===== src/rtl/energy_integ_pkg.sv =====
package energy_integ_pkg;
  localparam int unsigned CNT_W_DEF   = 20;
  localparam int unsigned ACC_W_DEF   = 32;
  localparam int unsigned SLICE_L_DEF = 4;
endpackage


===== src/rtl/edi_delta.sv =====
module edi_delta #(
  parameter int unsigned CNT_W = energy_integ_pkg::CNT_W_DEF,
  parameter int unsigned ACC_W = energy_integ_pkg::ACC_W_DEF
) (
  input  logic                    clk_i,
  input  logic                    rst_ni,
  input  logic [CNT_W-1:0]        reading_i,
  input  logic                    valid_i,
  input  logic                    ok_i,
  output logic                    upd_o,
  output logic signed [ACC_W-1:0] quant_o
);
  localparam int unsigned EXT_W = ACC_W - CNT_W;

  logic [CNT_W-1:0] old_q;
  logic             primed_q;
  logic [CNT_W-1:0] diff;

  // modulo-2^CNT_W difference, sign taken from its top bit
  assign diff = reading_i - old_q;

  always_ff @(posedge clk_i or negedge rst_ni) begin
    if (!rst_ni) begin
      old_q    <= '0;
      primed_q <= 1'b0;
      upd_o    <= 1'b0;
      quant_o  <= '0;
    end else begin
      upd_o <= valid_i;
      if (valid_i) begin
        if (ok_i && primed_q) begin
          quant_o <= {{EXT_W{diff[CNT_W-1]}}, diff};
          old_q   <= reading_i;
        end else if (ok_i) begin
          quant_o  <= '0;
          old_q    <= reading_i;
          primed_q <= 1'b1;
        end else begin
          quant_o <= '0;
        end
      end
    end
  end

  a_r4_bad_keeps_old: assert property (@(posedge clk_i) disable iff (!rst_ni)
    (valid_i && !ok_i) |=> $stable(old_q));
  a_r4_bad_zero_quant: assert property (@(posedge clk_i) disable iff (!rst_ni)
    (valid_i && !ok_i) |=> (quant_o == '0));
  a_r2_prime_zero: assert property (@(posedge clk_i) disable iff (!rst_ni)
    $rose(primed_q) |-> (quant_o == '0));
endmodule


===== src/rtl/edi_slicer.sv =====
module edi_slicer #(
  parameter int unsigned ACC_W   = energy_integ_pkg::ACC_W_DEF,
  parameter int unsigned SLICE_L = energy_integ_pkg::SLICE_L_DEF
) (
  input  logic                    clk_i,
  input  logic                    rst_ni,
  input  logic                    upd_i,
  input  logic signed [ACC_W-1:0] quant_i,
  input  logic                    tick_i,
  output logic signed [ACC_W-1:0] addend_o
);
  logic signed [ACC_W-1:0] slice_q;
  logic signed [ACC_W-1:0] rem_ext;
  logic signed [ACC_W-1:0] slice_add;

  assign rem_ext   = {{(ACC_W-SLICE_L){1'b0}}, quant_i[SLICE_L-1:0]};
  assign slice_add = tick_i ? slice_q : '0;
  assign addend_o  = slice_add + (upd_i ? rem_ext : '0);

  always_ff @(posedge clk_i or negedge rst_ni) begin
    if (!rst_ni)    slice_q <= '0;
    else if (upd_i) slice_q <= quant_i >>> SLICE_L;
  end

  a_r5_slice_hold: assert property (@(posedge clk_i) disable iff (!rst_ni)
    !upd_i |=> $stable(slice_q));
endmodule


===== src/rtl/edi_accum.sv =====
module edi_accum #(
  parameter int unsigned ACC_W = energy_integ_pkg::ACC_W_DEF
) (
  input  logic                    clk_i,
  input  logic                    rst_ni,
  input  logic signed [ACC_W-1:0] addend_i,
  input  logic [ACC_W-1:0]        thr_i,
  output logic signed [ACC_W-1:0] total_o,
  output logic                    pulse_o,
  output logic                    dir_rev_o
);
  logic signed [ACC_W-1:0] frac_q;
  logic signed [ACC_W:0]   sum, thr_p, thr_n;
  logic                    up, dn;

  assign sum   = {frac_q[ACC_W-1], frac_q} + {addend_i[ACC_W-1], addend_i};
  assign thr_p = {1'b0, thr_i};
  assign thr_n = -thr_p;
  assign up    = (sum >= thr_p);
  assign dn    = !up && (sum <= thr_n);

  always_ff @(posedge clk_i or negedge rst_ni) begin
    if (!rst_ni) begin
      frac_q    <= '0;
      total_o   <= '0;
      pulse_o   <= 1'b0;
      dir_rev_o <= 1'b0;
    end else begin
      pulse_o <= up | dn;
      if (up) begin
        frac_q    <= ACC_W'(sum - thr_p);
        total_o   <= total_o + 1'b1;
        dir_rev_o <= 1'b0;
      end else if (dn) begin
        frac_q    <= ACC_W'(sum + thr_p);
        total_o   <= total_o - 1'b1;
        dir_rev_o <= 1'b1;
      end else begin
        frac_q <= ACC_W'(sum);
      end
    end
  end

  a_r8_pulse_iff_step: assert property (@(posedge clk_i) disable iff (!rst_ni)
    pulse_o == (total_o != $past(total_o)));
  a_r6_single_step: assert property (@(posedge clk_i) disable iff (!rst_ni)
    (total_o != $past(total_o)) |->
      (total_o == $past(total_o) + 1 || total_o == $past(total_o) - 1));
  a_r7_dir_down: assert property (@(posedge clk_i) disable iff (!rst_ni)
    (pulse_o && total_o == $past(total_o) - 1) |-> dir_rev_o);
  a_r6_dir_up: assert property (@(posedge clk_i) disable iff (!rst_ni)
    (pulse_o && total_o == $past(total_o) + 1) |-> !dir_rev_o);
  a_r8_dir_hold: assert property (@(posedge clk_i) disable iff (!rst_ni)
    !pulse_o |-> $stable(dir_rev_o));
endmodule


===== src/rtl/energy_delta_integ.sv =====
module energy_delta_integ #(
  parameter int unsigned CNT_W   = energy_integ_pkg::CNT_W_DEF,
  parameter int unsigned ACC_W   = energy_integ_pkg::ACC_W_DEF,
  parameter int unsigned SLICE_L = energy_integ_pkg::SLICE_L_DEF
) (
  input  logic                    clk_i,
  input  logic                    rst_ni,
  input  logic [CNT_W-1:0]        reading_i,
  input  logic                    valid_i,
  input  logic                    ok_i,
  input  logic                    tick_i,
  input  logic [ACC_W-1:0]        thr_i,
  output logic signed [ACC_W-1:0] total_o,
  output logic                    dir_rev_o,
  output logic                    pulse_o
);
  logic                    upd;
  logic signed [ACC_W-1:0] quant;
  logic signed [ACC_W-1:0] addend;

  edi_delta #(.CNT_W(CNT_W), .ACC_W(ACC_W)) u_delta (
    .clk_i, .rst_ni, .reading_i, .valid_i, .ok_i,
    .upd_o(upd), .quant_o(quant)
  );

  edi_slicer #(.ACC_W(ACC_W), .SLICE_L(SLICE_L)) u_slicer (
    .clk_i, .rst_ni, .upd_i(upd), .quant_i(quant), .tick_i,
    .addend_o(addend)
  );

  edi_accum #(.ACC_W(ACC_W)) u_accum (
    .clk_i, .rst_ni, .addend_i(addend), .thr_i,
    .total_o, .pulse_o, .dir_rev_o
  );
endmodule


===== config.mk =====
export PLATFORM = sky130hd
export DESIGN_NAME = energy_delta_integ
export DESIGN_NICKNAME = d
export VERILOG_FILES = /design/src/rtl/energy_integ_pkg.sv /design/src/rtl/edi_delta.sv /design/src/rtl/edi_slicer.sv /design/src/rtl/edi_accum.sv /design/src/rtl/energy_delta_integ.sv
export SDC_FILE = /design/constraint.sdc
export NUM_CORES = 1
export LEC_CHECK = 0
export CAP_MARGIN = 0
export CORE_MARGIN = 5
export CORE_UTILIZATION = 55
export DETAILED_ROUTE_END_ITERATION = 7
export MAX_ROUTING_LAYER = met4
export PLACE_DENSITY = 0.75
export SLEW_MARGIN = 20
export SYNTH_ARGS = -nofsm -noshare
export SYNTH_HDL_FRONTEND = slang
export SYNTH_SLANG_ARGS = --single-unit

===== constraint.sdc =====
create_clock -name clk_i -period 15.9 [get_ports clk_i]
set_input_delay 2.385 -clock clk_i [delete_from_list [all_inputs] [get_ports clk_i]]
set_output_delay 2.385 -clock clk_i [all_outputs]
set_load 0.02 [all_outputs]

# Word-level counts from Yosys, hierarchy flattened

Cells that the tools add are included.

Flip-flop bits (word level): 148

$add $sub $neg: 8
Magnitude comparators: 2
Muxes and demuxes: 11
Bitwise logic cells: 2
Reduce and logical (&&, ||, !) cells: 7

Operators with widths:

| cell                                                                  | number |
|---|---|
| 32-bit two-way mux                                                    | 6 |
| 20-bit two-way mux                                                    | 2 |
| 32-bit by 32-bit adder with 33-bit output                             | 1 |
| 33-bit greater-or-equal comparator                                    | 1 |
| 33-bit less-or-equal comparator                                       | 1 |
| 32-bit negator with 33-bit output                                     | 1 |
| 32-bit by 1-bit adder with 32-bit output (second input constant)      | 1 |
| 32-bit adder                                                          | 1 |
| 32-bit by 4-bit adder with 32-bit output                              | 1 |
| 32-bit by 1-bit subtractor with 32-bit output (second input constant) | 1 |
| 32-bit subtractor                                                     | 1 |
| 20-bit subtractor                                                     | 1 |
| 4-bit two-way mux                                                     | 1 |
| 2-bit nonzero test                                                    | 2 |
| 3-bit AND reduction                                                   | 1 |
| 1-bit logical AND                                                     | 2 |
| 1-bit two-way mux                                                     | 2 |
| 2-bit AND reduction                                                   | 1 |
| 1-bit logical NOT                                                     | 1 |
| 1-bit NOT                                                             | 1 |
| 1-bit OR                                                              | 1 |

# Depth between registers and ports, before layout

Depth after elaboration: 8
Gate-level depth with buffers: 45
Mapped depth without buffers: 42

# By module

Synthesis repeated with hierarchy kept, for this count alone.

Cells, all modules: 1,794
Area, all modules: 14,710.4 um2

Modules (own cells, without submodules):

| module     | times used | cells each | area an instance (um2) | seq. area each (um2) |
|---|---|---|---|---|
| edi_accum  | 1          | 1,321      | 10,072.2               | 1,651.6 |
| edi_delta  | 1          | 273        | 2,687.6                | 1,051.0 |
| edi_slicer | 1          | 200        | 1,950.6                | 700.7 |

# Least setup slack after synthesis

No wires, ideal clock.

Path kind: input -> register
Start point: in tick_i
End point: reg u_accum.total_o[30]
Library setup time: 128 ps
Arrival: 11,317 ps
Setup slack: 4,455 ps
Stages: 43
Buffers on the path: 4
Path through: clkbuf_1 -> and2_1 -> ha_1 -> inv_1 -> fa_1 -> nor2b_1 -> o21ai_0 -> nand2b_1 -> nor3b_1 -> and2_1 -> clkbuf_1 -> nand3_1 -> xnor2_1 -> and2_1 -> ha_1 -> a21oi_1 -> o21ai_0 -> or3_1 -> [... 7 more ...] -> or4_1 -> or4_1 -> o31a_1 -> a22o_4 -> nor2_8 -> inv_2 -> buf_2 -> ha_1 -> a21o_1 -> a221o_1 -> a21oi_1 -> a211oi_1 -> o31a_1 -> o311ai_0 -> o211ai_1 -> a31oi_1 -> xor2_1 -> o21ai_0

Longest elaborated chain between the ends: 7
Elaborated cells between the ends (all ways): 9
Those cells by class: add/sub: 2; order compare: 2; mux: 2; reduce/logical: 3

RTL lines:

| what                                          | line                     | RTL |
|---|---|---|
| start, declared                               | energy_delta_integ.sv:11 | `input logic tick_i,` |
| 32-bit two-way mux (*)                        | edi_slicer.sv:17         | `assign slice_add = tick_i ? slice_q : '0;` |
| 32-bit by 4-bit adder with 32-bit output (*)  | edi_slicer.sv:18         | `assign addend_o = slice_add + (upd_i ? rem_ext : '0);` |
| 32-bit by 32-bit adder with 33-bit output (*) | edi_accum.sv:16          | `assign sum = {frac_q[ACC_W-1], frac_q} + {addend_i[ACC_W-1], addend_i};` |
| 33-bit greater-or-equal comparator            | edi_accum.sv:19          | `assign up = (sum >= thr_p);` |
| 1-bit logical NOT                             | edi_accum.sv:20          | `assign dn = !up && (sum <= thr_n);` |
| 1-bit logical AND                             | edi_accum.sv:20          |  |
| 2-bit nonzero test (no source line)           | n/a                      |  |
| end signal, assigned                          | edi_accum.sv:32          | `total_o <= total_o + 1'b1;` |
| end signal, assigned                          | edi_accum.sv:36          | `total_o <= total_o - 1'b1;` |
| end, declared                                 | edi_accum.sv:8           | `output logic signed [ACC_W-1:0] total_o,` |

Every way passes the cells marked *; elsewhere a longest branch is shown, timed or not.
A chain may end at the register's enable or synchronous reset.

# Final worst setup path

Start point: in tick_i
End point: reg u_accum.total_o[29]

The elaborated chain is that of the path after synthesis.

==> flow_metrics.py <==
metrics = {
    "outcome": {
        "run_status": "finished clean",
    },
    "worst_hold_path": {
        "min-delay-start": "u_delta.primed_q",
        "min_path_type": "flop to flop",
        "hold_end": "u_delta.primed_q",
        "hold_depth": 1,
    },
    "final_layout": {
        "instances_no_fill": 2066,
        "num_antenna_cells": 0,
        "area_delta_synth_final_pct": 12.56,
        "drive_gt1_frac": 0.06487,
        "final_nets": 1976,
        "fillers": 2157,
    },
    "setup_path": {
        "required_ns": 16.18,
        "cp_common_cell": "o21ai_0",
        "critPathMaxFanout": 27,
        "r2r_start": "u_delta.upd_o",
        "cp_num_buf_inv": 3,
        "critPathLaunchType": "input port",
        "crit_cells": 40,
        "crit_family": "simple AND/OR/NAND/NOR gates",
        "endpoint_kind": "flop",
        "cp_slowest_stage_delay_ns": 0.79,
        "reg2reg_depth": 39,
        "critPathKind": "input port to flop",
        "rr_endpoint": "u_accum.total_o[29]",
        "reg2reg_setup_slack_ns": 4.66,
        "cp.arrival_ns": 13.42,
        "cpMaxStageDelayCell": "clkdlybuf4s50_1",
    },
    "timing": {
        "final_hold_viol_count": 0,
        "finalSetupViolCount": 0,
        "min_period_ns": 13.14,
        "drv_slew": 0,
        "tns_ns": 0,
        "clock.fmax_mhz": 76.08,
        "relSlewSlack": 0.3172,
        "min_period_over_period": 0.8267,
        "fin_skew_ns": 0.01091,
        "tightest_slew_ns": 1.023,
        "rsz0062_at_grt": "no",
    },
    "die": {
        "dieArea_um2": 28220,
        "start_util": 0.5611,
        "die_w_um": 168.0,
        "io_pins": 91,
        "row_count": 57,
        "die_y_um": 168.0,
        "core_um2": 24460,
    },
    "global_routing": {
        "grt_pass1_vias": 12830,
        "grt_max_degree": 72,
        "antenna_found_initial": 1,
        "track_usage": 0.2806,
        "grt_pass1_wl_um": 64430,
        "grt-ovfl-total": 0,
    },
    "synth": {
        "synthFlopType": "dfrtp_1",
        "ys_types": 94,
        "syn_area_um2": 13730,
        "synth_area_leaders": "dfrtp_1 23%, ha_1 17%, a21oi_1 6.1%, xnor2_1 4.9%, inv_1 3.4%",
        "synth-seq-cells": 124,
        "avgSynthCellArea_um2": 8.210,
        "synth_seq_area_share": 0.2261,
        "ys_async_sr_fraction": 1.000,
        "yosys.area.top_type": "dfrtp_1",
        "synth_top_cell_area_share": 0.2261,
        "yosysWarnings": 0,
        "synth-edff-count": 0,
        "syn_nets": 1919,
        "synth_cells": 1672,
    },
    "drt": {
        "wl_um": 39050,
        "via_count": 12940,
        "postRouteAntennaNets": 0,
        "met2_length_um": 18780,
        "met1_length_um": 17070,
        "highest_layer": "met4",
        "vias_per_cell": 6.261,
        "route.detailed.drc": 0,
        "drtPass1Iterations": 7,
        "wl_per_cell_um": 18.90,
        "drt-initial-drc-count": 1001,
        "wl_met3_um": 1865,
    },
    "cts": {
        "clk_pin_slew_ns": 0.06,
        "htreeDepth": 4,
        "cts_buffer_depth": 2,
        "cts_root_buf": "clkbuf_16",
        "cts_made_buffers": 17,
        "cts.sinks": 124,
        "cts_tree": "done",
        "hold_buffers": 0,
        "cts_resized": 0,
        "postCtsSetupRepairBufs": 0,
        "worstSkewPairLatency_ns": 0.42,
    },
    "placed_design": {
        "gp_congestion": 0.9965,
        "dp_hpwl_um": 30330,
        "portBuffers": 90,
        "dp_cells": 2034,
    },
    "run": {
        "maxCapViolCount": 0,
    },
}
[synthesized netlist by cell type (7+ instances only)]
cell,instances
ha_1,184
a21oi_1,166
dfrtp_1,124
inv_1,124
nor2_1,111
nand2_1,109
o21ai_0,80
xnor2_1,77
nand3_1,57
nor3_1,54
a21o_1,51
mux2_2,35
clkbuf_1,32
xor2_1,32
a211oi_1,30
o21bai_1,29
a31oi_1,24
buf_2,24
o211ai_1,19
and2_1,16
nand2b_1,16
o2bb2ai_1,16
or3_1,16
and3_1,15
nand4_1,15
o21a_1,15
nor2b_1,14
o311ai_0,9
nor4_1,8
or4_1,8
a211o_1,7
or2_2,7
[kinds of logic after synthesis]
group | after synthesis | synth area share
AO/OA/AOI/OAI | 551 | 0.2704
XOR/XNOR | 109 | 0.06955
adder cells (fa/ha/maj) | 190 | 0.1765
buffers and inverters | 188 | 0.05414
flip-flops | 124 | 0.2261
multiplexers | 40 | 0.03236
AND/OR/NAND/NOR | 470 | 0.1711
[layout by cell type (no fill, tap or decap), drive strengths merged, types with 16 or more instances in the layout]
cell type,n
o21ai,86
clkdlybuf4s50,89
clkbuf,20
nand3,58
o21bai,29
xnor2,77
nand2,109
a211oi,31
or3,16
nand2b,16
mux2,35
inv,129
o2bb2ai,16
a21oi,168
nor3,58
a31oi,25
nor2,112
o211ai,19
a21o,51
and2,16
xor2,32
ha,184
dfrtp,124
[how the worst max path moves through the flow]
stage / startpoint / to / slack, ns
after floorplan: tick_i / u_accum.total_o[30] / 4.45
after global placement: tick_i / u_accum.total_o[28] / 2.91
after detailed placement: tick_i / u_accum.total_o[30] / 2.55
after CTS: tick_i / u_accum.total_o[28] / 2.95
after global routing: tick_i / u_accum.total_o[29] / 2.04
final: tick_i / u_accum.total_o[29] / 2.76
[state kept, by name, indices dropped and copies added, names as in the netlist]
signal and count:
u_accum.frac_q 32, u_accum.total_o 32, u_delta.old_q 20, u_delta.quant_o 20, u_slicer.slice_q 16, u_accum.dir_rev_o 1, u_accum.pulse_o 1, u_delta.primed_q 1
u_delta.upd_o 1
[final cells by class]
cell class | instances | area, um^2 | area share
multi-input combinational | 1360 | 9908 | 0.6413
sequential | 124 | 3103 | 0.2008
timing repair buffer | 98 | 958.4 | 0.06203
inverter | 128 | 480.5 | 0.03110
clock buffer | 20 | 456.7 | 0.02956
tap | 324 | 405.4 | 0.02624
clock inverter | 12 | 138.9 | 0.008989
[worst register-to-register path, delay by kind of cell (launching register included)]
kind | cells | cell delay (ns)
xor gates and xnor gates | 3 | 0.63
buffers and inverters | 2 | 0.34
DFF | 1 | 0.83
AOI/OAI and AO/OA | 16 | 3.70
and+or+nand+nor | 13 | 3.90
adders and majority gates | 5 | 1.70
[through the flow]
| step | hold WS (ns) | utilization | instance area, um^2 | worst slack [ns] |
|---|---|---|---|---|
| final | 0.4711 | 0.6316 | 15450 | 2.756 |
| after global routing | 0.4905 | 0.6316 | 15450 | 2.036 |
| after CTS | 0.4717 | 0.6314 | 15450 | 2.953 |
| after detailed placement | 0.4563 | 0.6071 | 14850 | 2.549 |
| after global placement | 0.4508 | 0.6071 | 14850 | 2.913 |
| after floorplan | 0.4343 | - | 13730 | 4.455 |
[metal layers]
| layer | vias up | GRT usage |
|---|---|---|
| met2 | 409 | 0.4626 |
| li1 | 6277 | - |
| met4 | 0 | 0.1041 |
| met5 | - | - |
| met3 | 94 | 0.02837 |
| met1 | 6155 | 0.3593 |
Power is left out: the tool's default activity adds up to more than one toggle a clock period on the data nets, which glitch-free logic cannot reach.
